===== config.mk =====
export PLATFORM = sky130hd
export DESIGN_NAME = swb_host_phy
export DESIGN_NICKNAME = d
export VERILOG_FILES = /design/src/rtl/swb_pkg.sv /design/src/rtl/swb_sync.sv /design/src/rtl/swb_slot_marks.sv /design/src/rtl/swb_ctrl.sv /design/src/rtl/swb_host_phy.sv
export SDC_FILE = /design/constraint.sdc
export NUM_CORES = 1
export LEC_CHECK = 0
export ABC_AREA = 1
export ABC_CLOCK_PERIOD_IN_PS = 11400
export BUFFER_PORTS_ARGS = -buffer_cell sky130_fd_sc_hd__buf_2
export CAP_MARGIN = 20
export CORE_MARGIN = 5
export CORE_UTILIZATION = 60
export CTS_CLUSTER_DIAMETER = 40
export DETAILED_ROUTE_END_ITERATION = 8
export PLACE_DENSITY = 0.79
export SYNTH_ARGS = -nofsm -noshare
export SYNTH_HDL_FRONTEND = slang
export SYNTH_HIERARCHICAL = 1
export SYNTH_SLANG_ARGS = --single-unit

===== constraint.sdc =====
create_clock -name clk -period 11.4 [get_ports clk]
set_input_delay 1.71 -clock clk [delete_from_list [all_inputs] [get_ports clk]]
set_output_delay 1.71 -clock clk [all_outputs]
set_load 0.01 [all_outputs]

===== src/rtl/swb_pkg.sv =====
package swb_pkg;

    typedef enum logic [1:0] {
        OP_SEND_BYTE  = 2'd0,
        OP_RECV_BYTE  = 2'd1,
        OP_SEND_BREAK = 2'd2,
        OP_RECV_BIT   = 2'd3
    } swb_op_e;

    typedef enum logic [2:0] {
        ST_IDLE    = 3'd0,
        ST_PULL    = 3'd1,
        ST_RELEASE = 3'd2,
        ST_RECOVER = 3'd3,
        ST_GAP     = 3'd4
    } swb_state_e;

endpackage


===== src/rtl/swb_sync.sv =====
module swb_sync #(
    parameter int   STAGES    = 2,
    parameter logic RESET_VAL = 1'b1
) (
    input  logic clk,
    input  logic rst_n,
    input  logic d,
    output logic q
);
    logic [STAGES-1:0] chain;

    for (genvar i = 0; i < STAGES; i++) begin : g_stage
        if (i == 0) begin : g_first
            always_ff @(posedge clk or negedge rst_n) begin
                if (!rst_n) chain[0] <= RESET_VAL;
                else        chain[0] <= d;
            end
        end else begin : g_next
            always_ff @(posedge clk or negedge rst_n) begin
                if (!rst_n) chain[i] <= RESET_VAL;
                else        chain[i] <= chain[i-1];
            end
        end
    end

    assign q = chain[STAGES-1];
endmodule


===== src/rtl/swb_slot_marks.sv =====
// Derives every timing mark of a slot from the latched bit time.
module swb_slot_marks #(
    parameter int CNT_W = 16
) (
    input  logic [CNT_W-1:0] slot_len,
    output logic [CNT_W:0]   one_len,
    output logic [CNT_W:0]   zero_len,
    output logic [CNT_W:0]   mid_pt,
    output logic [CNT_W:0]   gap_len,
    output logic [CNT_W:0]   brk_len
);
    localparam int CW = CNT_W + 1;
    localparam int PW = CNT_W + 5;

    logic [PW-1:0] t_w;
    assign t_w = PW'(slot_len);

    assign one_len  = CW'((t_w * PW'(3)) / PW'(10));
    assign zero_len = CW'((t_w * PW'(7)) / PW'(10));
    assign mid_pt   = CW'(t_w >> 1);
    assign gap_len  = CW'((t_w + PW'(9)) / PW'(10));
    assign brk_len  = CW'(t_w + (t_w >> 1));
endmodule


===== src/rtl/swb_ctrl.sv =====
module swb_ctrl
    import swb_pkg::*;
#(
    parameter int DATA_W = 8,
    parameter int CNT_W  = 16
) (
    input  logic              clk,
    input  logic              rst_n,
    input  logic              start,
    input  logic [1:0]        op_in,
    input  logic [DATA_W-1:0] tx_byte,
    input  logic [CNT_W-1:0]  slot_cycles,
    input  logic              line_s,
    input  logic [CNT_W:0]    one_len,
    input  logic [CNT_W:0]    zero_len,
    input  logic [CNT_W:0]    mid_pt,
    input  logic [CNT_W:0]    gap_len,
    input  logic [CNT_W:0]    brk_len,
    output logic [CNT_W-1:0]  slot_len_q,
    output logic              line_pull,
    output logic              busy,
    output logic              done,
    output logic [DATA_W-1:0] rx_data,
    output logic              rx_break
);
    localparam int CW    = CNT_W + 1;
    localparam int IDX_W = (DATA_W > 1) ? $clog2(DATA_W) : 1;
    localparam logic [IDX_W-1:0] LAST_IDX = IDX_W'(DATA_W - 1);

    swb_state_e        st_q, st_d;
    swb_op_e           op_q;
    logic [CW-1:0]     cnt_q, cnt_d;
    logic [CW-1:0]     low_len, slot_last;
    logic [IDX_W-1:0]  bit_idx_q;
    logic [DATA_W-1:0] txd_q, shreg_q, rx_data_q;
    logic              abort_q, rx_break_q, done_q;
    logic              is_rx, at_end, at_mid, pull_over, gap_over;
    logic              still_low, more_slots, finish;

    // Slot decode
    always_comb begin
        unique case (op_q)
            OP_SEND_BYTE:  low_len = txd_q[0] ? one_len : zero_len;
            OP_SEND_BREAK: low_len = brk_len;
            default:       low_len = gap_len;
        endcase
    end

    assign slot_last  = CW'(slot_len_q) - CW'(1);
    assign is_rx      = (op_q == OP_RECV_BYTE) || (op_q == OP_RECV_BIT);
    assign at_end     = (cnt_q == slot_last);
    assign at_mid     = (cnt_q == mid_pt);
    assign pull_over  = (cnt_q == low_len - CW'(1));
    assign gap_over   = (cnt_q == gap_len - CW'(1));
    assign still_low  = is_rx && at_end && !line_s;
    assign more_slots = !abort_q && (op_q != OP_SEND_BREAK) &&
                        (op_q != OP_RECV_BIT) && (bit_idx_q != LAST_IDX);

    // Next state
    always_comb begin
        st_d = st_q;
        unique case (st_q)
            ST_IDLE:    if (start)     st_d = ST_PULL;
            ST_PULL:    if (pull_over) st_d = (op_q == OP_SEND_BREAK) ? ST_GAP : ST_RELEASE;
            ST_RELEASE: if (at_end)    st_d = still_low ? ST_RECOVER : ST_GAP;
            ST_RECOVER: if (line_s)    st_d = ST_GAP;
            ST_GAP:     if (gap_over)  st_d = more_slots ? ST_PULL : ST_IDLE;
            default:                   st_d = ST_IDLE;
        endcase
    end

    // Slot counter runs across PULL->RELEASE, restarts on every other change
    always_comb begin
        if (st_d == ST_IDLE || st_d == ST_RECOVER) begin
            cnt_d = '0;
        end else if (st_d != st_q && !(st_q == ST_PULL && st_d == ST_RELEASE)) begin
            cnt_d = '0;
        end else begin
            cnt_d = cnt_q + CW'(1);
        end
    end

    assign finish = (st_q == ST_GAP) && (st_d == ST_IDLE);

    // State register
    always_ff @(posedge clk or negedge rst_n) begin
        if (!rst_n) begin
            st_q  <= ST_IDLE;
            cnt_q <= '0;
        end else begin
            st_q  <= st_d;
            cnt_q <= cnt_d;
        end
    end

    // Datapath and outputs
    always_ff @(posedge clk or negedge rst_n) begin
        if (!rst_n) begin
            op_q       <= OP_SEND_BYTE;
            txd_q      <= '0;
            slot_len_q <= '0;
            bit_idx_q  <= '0;
            shreg_q    <= '0;
            abort_q    <= 1'b0;
            rx_data_q  <= '0;
            rx_break_q <= 1'b0;
            done_q     <= 1'b0;
        end else begin
            done_q <= finish;
            if (st_q == ST_IDLE && start) begin
                op_q       <= swb_op_e'(op_in);
                txd_q      <= tx_byte;
                slot_len_q <= slot_cycles;
                bit_idx_q  <= '0;
                shreg_q    <= '0;
                abort_q    <= 1'b0;
            end
            if (st_q == ST_RELEASE && is_rx && at_mid) begin
                shreg_q <= {line_s, shreg_q[DATA_W-1:1]};
            end
            if (st_q == ST_RELEASE && still_low) begin
                abort_q <= 1'b1;
            end
            if (st_q == ST_GAP && st_d == ST_PULL) begin
                bit_idx_q <= bit_idx_q + IDX_W'(1);
                txd_q     <= txd_q >> 1;
            end
            if (finish && is_rx) begin
                rx_break_q <= abort_q;
                if (abort_q)                 rx_data_q <= '0;
                else if (op_q == OP_RECV_BIT) rx_data_q <= DATA_W'(shreg_q[DATA_W-1]);
                else                         rx_data_q <= shreg_q;
            end
        end
    end

    assign line_pull = (st_q == ST_PULL);
    assign busy      = (st_q != ST_IDLE);
    assign done      = done_q;
    assign rx_data   = rx_data_q;
    assign rx_break  = rx_break_q;
endmodule


===== src/rtl/swb_host_phy.sv =====
module swb_host_phy #(
    parameter int DATA_W      = 8,
    parameter int CNT_W       = 16,
    parameter int SYNC_STAGES = 2
) (
    input  logic              clk,
    input  logic              rst_n,
    input  logic              start,
    input  logic [1:0]        op,
    input  logic [DATA_W-1:0] tx_byte,
    input  logic [CNT_W-1:0]  slot_cycles,
    input  logic              line_in,
    output logic              line_pull,
    output logic              busy,
    output logic              done,
    output logic [DATA_W-1:0] rx_data,
    output logic              rx_break
);
    logic             line_s;
    logic [CNT_W-1:0] slot_len_q;
    logic [CNT_W:0]   one_len, zero_len, mid_pt, gap_len, brk_len;

    swb_sync #(.STAGES(SYNC_STAGES), .RESET_VAL(1'b1)) u_sync (
        .clk   (clk),
        .rst_n (rst_n),
        .d     (line_in),
        .q     (line_s)
    );

    swb_slot_marks #(.CNT_W(CNT_W)) u_marks (
        .slot_len (slot_len_q),
        .one_len  (one_len),
        .zero_len (zero_len),
        .mid_pt   (mid_pt),
        .gap_len  (gap_len),
        .brk_len  (brk_len)
    );

    swb_ctrl #(.DATA_W(DATA_W), .CNT_W(CNT_W)) u_ctrl (
        .clk         (clk),
        .rst_n       (rst_n),
        .start       (start),
        .op_in       (op),
        .tx_byte     (tx_byte),
        .slot_cycles (slot_cycles),
        .line_s      (line_s),
        .one_len     (one_len),
        .zero_len    (zero_len),
        .mid_pt      (mid_pt),
        .gap_len     (gap_len),
        .brk_len     (brk_len),
        .slot_len_q  (slot_len_q),
        .line_pull   (line_pull),
        .busy        (busy),
        .done        (done),
        .rx_data     (rx_data),
        .rx_break    (rx_break)
    );
endmodule


---- Word level (Yosys, flattened, before mapping) ----
Cells that the tools add are included.
cells by class
  $add $sub $neg .......................... 7
  $mul .................................... 2
  divide/modulo/power cells ............... 3
  equal/unequal tests ..................... 18
  mux-type cells .......................... 23
  reductions and logical operators ........ 26
operator list
  operator               count
  $div 21x4->21 const B  3
  $eq 17x17->1           3
  $mux 17                3
  $mux 8                 6
  $pmux 17 s2            1
  $sub 17x1->17 const B  2
  $mux 3                 9
  $mul 16x3->19 const B  1
  $mul 16x2->18 const B  1
  $add 16x15->17         1
  $add 16x4->17 const B  1
  $add 17x1->17 const B  1
  $eq 17x15->1           1
  $sub 16x1->17 const B  1
  $pmux 3 s5             1
  $logic_and 1x1->1      14
  $eq 3x2->1 const B     4
  $eq 3x1->1 const B     2
  $logic_not 3->1        2
  $reduce_bool 2->1      3
  $eq 2x2->1 const B     2
  $ne 2x2->1 const B     2
  $add 3x1->3 const B    1
  $eq 3x3->1 const B     1
  other kinds (8)        13
storage, ports and cells
  bits in registers ....................... 70
  input bits .............................. 30
  output and inout bits ................... 12

---- Longest topological paths before layout ----
  depth in word-level cells ............... 14
  gate-level depth with buffers ........... 105
  mapped depth without buffers ............ 105

---- By module ----
The synthesis kept the hierarchy.
modules (own cells, without submodules)
  module          times used  cells an instance  area each (um2)
  swb_ctrl        1           1025               6264.8
  swb_slot_marks  1           1099               6149.6
  swb_sync        1           2                  52.6

---- Least setup slack after synthesis ----
No wires, ideal clock.
  kind .................................... register -> register
  from .................................... register u_ctrl.slot_len_q[2]
  to ...................................... register u_ctrl.rx_data_q[6] (netlist: u_ctrl/rx_data[6])
  library setup time ...................... 0.118 ns
  data arrival time ....................... 8.765 ns
  setup slack ............................. 2.517 ns
  cell stages (with the launch flop) ...... 85
  period minus slack after synthesis ...... 8.883 ns
  cells stage by stage .................... dfrtp_1 fa_1 ha_1 fa_1 nand3_1 nand3_1 nand2_1 nand2_2 a31oi_1 xor2_1 nand2_2 o21ai_1 nand2_1 nand2_2 inv_1 o21ai_1 nand2_2 nand2_2 [49 not listed] nand3_1 nor2_2 nand2_1 nor2_1 nand2_1 nand2_1 inv_1 nor2_1 nand2_1 nor2_1 nand3_1 nand2_1 nand2_2 nor2_1 nand3_2 buf_6 nand2_1 o21ai_2
between the ends
  longest elaborated chain between the ends .. 11
  elaborated cells between the ends (all ways) .. 25
  classes of those cells .................. add/sub (5); mul (2); div (3); eq/ne (3); mux (7); reduce/logical (5)
ends and longest elaborated chain
  item                    line                  source
  start, declared         swb_ctrl.sv:19        output logic [CNT_W-1:0] slot_len_q,
  start signal, assigned  swb_ctrl.sv:113       slot_len_q <= slot_cycles;
  $mul 16x3->19           swb_slot_marks.sv:19  assign zero_len = CW'((t_w * PW'(7)) / PW'(10));
  $div 21x4->21           swb_slot_marks.sv:19
  via zero_len[11]        swb_host_phy.sv:21    logic [CNT_W:0] one_len, zero_len, mid_pt, gap_len, brk_len;
  $mux 17                 swb_ctrl.sv:43        OP_SEND_BYTE: low_len = txd_q[0] ? one_len : zero_len;
  $pmux 17 s2             swb_ctrl.sv:42        unique case (op_q)
  $sub 17x1->17           swb_ctrl.sv:53        assign pull_over = (cnt_q == low_len - CW'(1));
  $eq 17x17->1            swb_ctrl.sv:53
  $mux 3                  swb_ctrl.sv:64        ST_PULL: if (pull_over) st_d = (op_q == OP_SEND_BREAK) ? ST_GAP : ST_RELEASE;
  $pmux 3 s5              swb_ctrl.sv:62        unique case (st_q)
  via u_ctrl.st_d[0]      swb_ctrl.sv:30        swb_state_e st_q, st_d;
  $logic_not 3->1         swb_ctrl.sv:83        assign finish = (st_q == ST_GAP) && (st_d == ST_IDLE);
  $logic_and 1x1->1       swb_ctrl.sv:83
  $logic_and 1x1->1       swb_ctrl.sv:128       if (finish && is_rx) begin
  end signal, assigned    swb_ctrl.sv:131       else if (op_q == OP_RECV_BIT) rx_data_q <= DATA_W'(shreg_q[DATA_W-1]);
  end signal, assigned    swb_ctrl.sv:132       else rx_data_q <= shreg_q;
  end, declared           swb_ctrl.sv:35        logic [DATA_W-1:0] txd_q, shreg_q, rx_data_q;
The timed path passes the listed nets, and every way through them passes these cells.
A chain may end at the register's enable or synchronous reset.

---- Final worst setup path ----
  from .................................... register u_ctrl.slot_len_q[1]
  to ...................................... register u_ctrl.rx_data_q[2] (netlist: u_ctrl/rx_data[2])
The elaborated chain is that of the path after synthesis.

==> impl_summary.log <==
[metrics] setup repair after global routing missed its margin: false
[metrics] DR pass1 iterations: 6
[metrics] total count of max-transition violations in the final report: 0
[metrics] total negative slack: 0 ps
[metrics] routed via count divided by cell count: 5.40
[metrics] sequential-to-total area share from yosys stat: 14.1%
[metrics] mean routed wirelength per cell: 13.9 µm
[metrics] routed via count: 13100
[metrics] root buf cell: sky130_fd_sc_hd__clkbuf_16
[metrics] global placement routability congestion: 0.982
[metrics] Min-Delay Path Class: flop to flop
[metrics] Worst Setup End Kind: flop
[metrics] wire length of the first global-routing pass: 56200 µm
[metrics] setup slack of the most critical reg-to-reg path: 1130 ps
[metrics] worst hold slack: 359 ps
[metrics] slew at the pin with the worst max-slew slack: 925 ps
[metrics] Detail Placement HPWL: 27000 µm
[metrics] Core Util, Final: 64.7%
[metrics] area of the die: 0.0238 mm²
[metrics] Global Route met1 Usage: 38.7%
[metrics] Synthesis Warnings: 6
[metrics] number of H-tree levels: 3
[metrics] total congestion overflow after global routing: 0
[metrics] Most Used Layer, Global Route: met2
[metrics] mean instance size in the synthesized netlist: 5.86 µm²
[metrics] result of the run: finished clean
[metrics] hold-fix buffers at CTS: 0
[metrics] Syn Std Cell Area: 0.0125 mm²
[metrics] Synth cell types: 61
[metrics] slowest cell delay on critical path: 510 ps
[metrics] first-iteration detailed-routing DRC count: 1031
[metrics] via count of the first global-routing pass: 12000
[metrics] Area Overhead vs Synth: 5.68%
[metrics] Bufs on Longest Clock Path: 2
[metrics] area of the core: 0.0204 mm²
[metrics] worst path arrival time: 10500 ps
[metrics] required time reported for the critical path endpoint: 11630 ps
[metrics] Inserted Diodes: 0
[metrics] maximum number of pins on one net before global-route repair: 71
[metrics] net count of the finished layout: 2237
[metrics] width of the die: 154 µm
[metrics] number of enable-type register cells in the synthesized netlist: 0
[metrics] number of ports placed on the die boundary: 42
[metrics] fin crit share: 90.1%
[metrics] Tmin final: 10270 ps
[metrics] most used cell, CP: sky130_fd_sc_hd__nand2_1
[metrics] Final Hold Fails: 0
[metrics] type of the worst setup path: flop to flop
[metrics] GRT Resource Usage Total: 27.9%
[metrics] synthesized instance count: 2126
[metrics] Port Buffer Count: 41
[metrics] fin worst setup slack: 1130 ps
[metrics] fraction of met2 tracks used by global routing: 44.9%
[metrics] clock latency on the worst-skew pair: 340 ps
[metrics] Global Route met3 Usage: 3.91%
[metrics] clock sinks: 70
[metrics] Max transition margin: 38.1%
[metrics] final setup fails: 0
[metrics] startpoint of the most critical setup path: u_ctrl/slot_len_q[1]
[metrics] clock slew seen by the registers of the worst setup and hold paths: 60 ps
[metrics] skew final: 4.72 ps
[metrics] Max Cap Violations: 0
[metrics] proportion of register bits with asynchronous set or reset after synthesis: 100%
[metrics] TritonCTS clock tree: built
[metrics] synthesis-stage register bit count: 70
[metrics] Residual DRC: 0
[metrics] startpoint class of the critical path: flop
[metrics] predominant post-synthesis flop cell: sky130_fd_sc_hd__dfrtp_1
[metrics] Worst R2R Start: u_ctrl/slot_len_q[1]
[metrics] Die H: 154 µm
[metrics] WL final: 33600 µm
[metrics] Min-Delay Startpoint: u_sync/chain[0]
[metrics] antenna violations before repair: 0
[metrics] slowest stage cell, crit path: sky130_fd_sc_hd__dfrtp_2
[metrics] maximum fanout count along the critical path: 16
[metrics] starting density of the core: 61.2%
[metrics] row count: 52
[metrics] antenna-violating nets left: 0
[metrics] layout cell share with drive strength beyond 1: 17.2%
[metrics] peak clock frequency supported by timing: 97.4 MHz
[metrics] worst setup timing slack at the placement stage: 787 ps
[metrics] Num CTS Buffers: 9
critical path: cells and delay by family, from the launching register on:
family / cells / cell delay (ps)
AND/OR/NAND/NOR: 73 / 7560
adder cells (fa/ha/maj): 4 / 1440
flip-flops: 1 / 510
AO/OA/AOI/OAI: 3 / 330
buffers and inverters: 4 / 320
area by class of cell:
type / count / area (µm²)
clock buffers: 10 / 229
clock inverters: 6 / 93.8
fillers: 1940 / 7190
inverters: 343 / 1290
multi-input cells: 1670 / 9140
flip-flops and latches: 70 / 1770
well taps: 270 / 338
repair buffers: 53 / 310
through the flow:
step	instances	area [µm²]
finish	2422	13200
global placement	2398	12700
global route	2422	13200
detailed placement	2398	12700
floorplan	2133	12500
CTS	2414	13100
cells in the mapped netlist, drive strengths merged (2+ instances only):
| master | n | area share, % |
|---|---|---|
| inv | 334 | 10 |
| o2111ai | 2 | 0.14 |
| clkbuf | 12 | 0.36 |
| nand4 | 22 | 1.2 |
| o21bai | 7 | 0.45 |
| a22oi | 7 | 0.42 |
| nand3 | 255 | 11 |
| nor3 | 19 | 0.88 |
| ha | 43 | 4.3 |
| buf | 38 | 2.4 |
| a21boi | 5 | 0.39 |
| dfrtp | 68 | 14 |
| fa | 17 | 2.7 |
| dfstp | 2 | 0.42 |
| and2 | 3 | 0.15 |
| o22ai | 3 | 0.15 |
| nand2 | 776 | 27 |
| a21oi | 49 | 2.1 |
| xnor2 | 35 | 2.5 |
| a31oi | 3 | 0.15 |
| a22o | 3 | 0.21 |
| o211ai | 4 | 0.24 |
| a21o | 6 | 0.36 |
| nand3b | 5 | 0.40 |
| xor2 | 81 | 5.8 |
| clkinv | 9 | 0.30 |
| or2 | 9 | 0.45 |
| nor4 | 4 | 0.20 |
| o21ai | 86 | 3.8 |
| nor2 | 209 | 7.1 |
sequential cells by signal (all words and copies together), names as in the netlist:
name               cells
u_ctrl/cnt_q          17
u_ctrl/op_q            2
u_sync/q               1
u_ctrl/txd_q           8
u_ctrl/shreg_q         8
u_ctrl/bit_idx_q       3
u_ctrl/slot_len_q     16
u_ctrl/done            1
u_sync/chain           1
u_ctrl/rx_data         8
u_ctrl/st_q            3
u_ctrl/abort_q         1
u_ctrl/rx_break        1
cells by family (layout without fill, tap and decap cells):
family,count (synthesis),in the layout,synth area share [%]
AOI/OAI and AO/OA,180,180,8.82
xor gates and xnor gates,117,117,8.45
adders and majority gates,60,60,7.05
buffers and inverters,393,412,13.1
DFF,70,70,14.1
muxes,1,1,0.0903
other,1,8,0.0301
and+or+nand+nor,1304,1304,48.4
final timing paths:
check / end / depth (start not counted)
setup / recovery: u_ctrl/rx_data[2] / 84
hold / removal: u_sync/q / 0
setup reg to reg: u_ctrl/rx_data[2] / 84
hold reg to reg: u_sync/q / 0
max in group asynchronous: u_ctrl/slot_len_q[15] / 1
min in group asynchronous: u_ctrl/cnt_q[6] / 1
layer usage:
| layer | vias up | part of all wire [%] | wire length, µm |
|---|---|---|---|
| met5 | - | 0 | 0 |
| met4 | 0 | 2.7 | 924 |
| met3 | 80 | 7.0 | 2350 |
| met2 | 442 | 45 | 15200 |
| met1 | 5896 | 45 | 15100 |
| li1 | 6653 | - | - |
timing repair:
action | 4_1_cts | 5_1_grt
buffers inserted | 0 | 8
endpoints found under the setup margin | 0 | 38
resized for setup | 0 | 22
endpoints found under the hold margin | 0 | 0
cell usage in the layout (no fill, tap or decap), types with 8 or more instances in the layout:
cell                        count
sky130_fd_sc_hd__nor3_1        16
sky130_fd_sc_hd__clkbuf_16      9
sky130_fd_sc_hd__xor2_1        78
sky130_fd_sc_hd__nand3_2       26
sky130_fd_sc_hd__dfrtp_2       16
sky130_fd_sc_hd__inv_1        274
sky130_fd_sc_hd__nor2_4         8
sky130_fd_sc_hd__nand2_1      641
sky130_fd_sc_hd__nand2_2      119
sky130_fd_sc_hd__o21ai_1       23
sky130_fd_sc_hd__nand2_4       16
sky130_fd_sc_hd__buf_2         40
sky130_fd_sc_hd__conb_1         8
sky130_fd_sc_hd__nand4_1       21
sky130_fd_sc_hd__o21ai_0       51
sky130_fd_sc_hd__inv_2         60
sky130_fd_sc_hd__buf_4         12
sky130_fd_sc_hd__nor2_2        17
sky130_fd_sc_hd__xnor2_1       35
sky130_fd_sc_hd__dfrtp_1       52
sky130_fd_sc_hd__o21ai_2       12
sky130_fd_sc_hd__a21oi_1       44
sky130_fd_sc_hd__ha_1          43
sky130_fd_sc_hd__fa_1          17
sky130_fd_sc_hd__nand3_1      228
sky130_fd_sc_hd__nor2_1       184
Power is left out: the tool's default activity adds up to more than one toggle a clock period on the data nets, which glitch-free logic cannot reach.
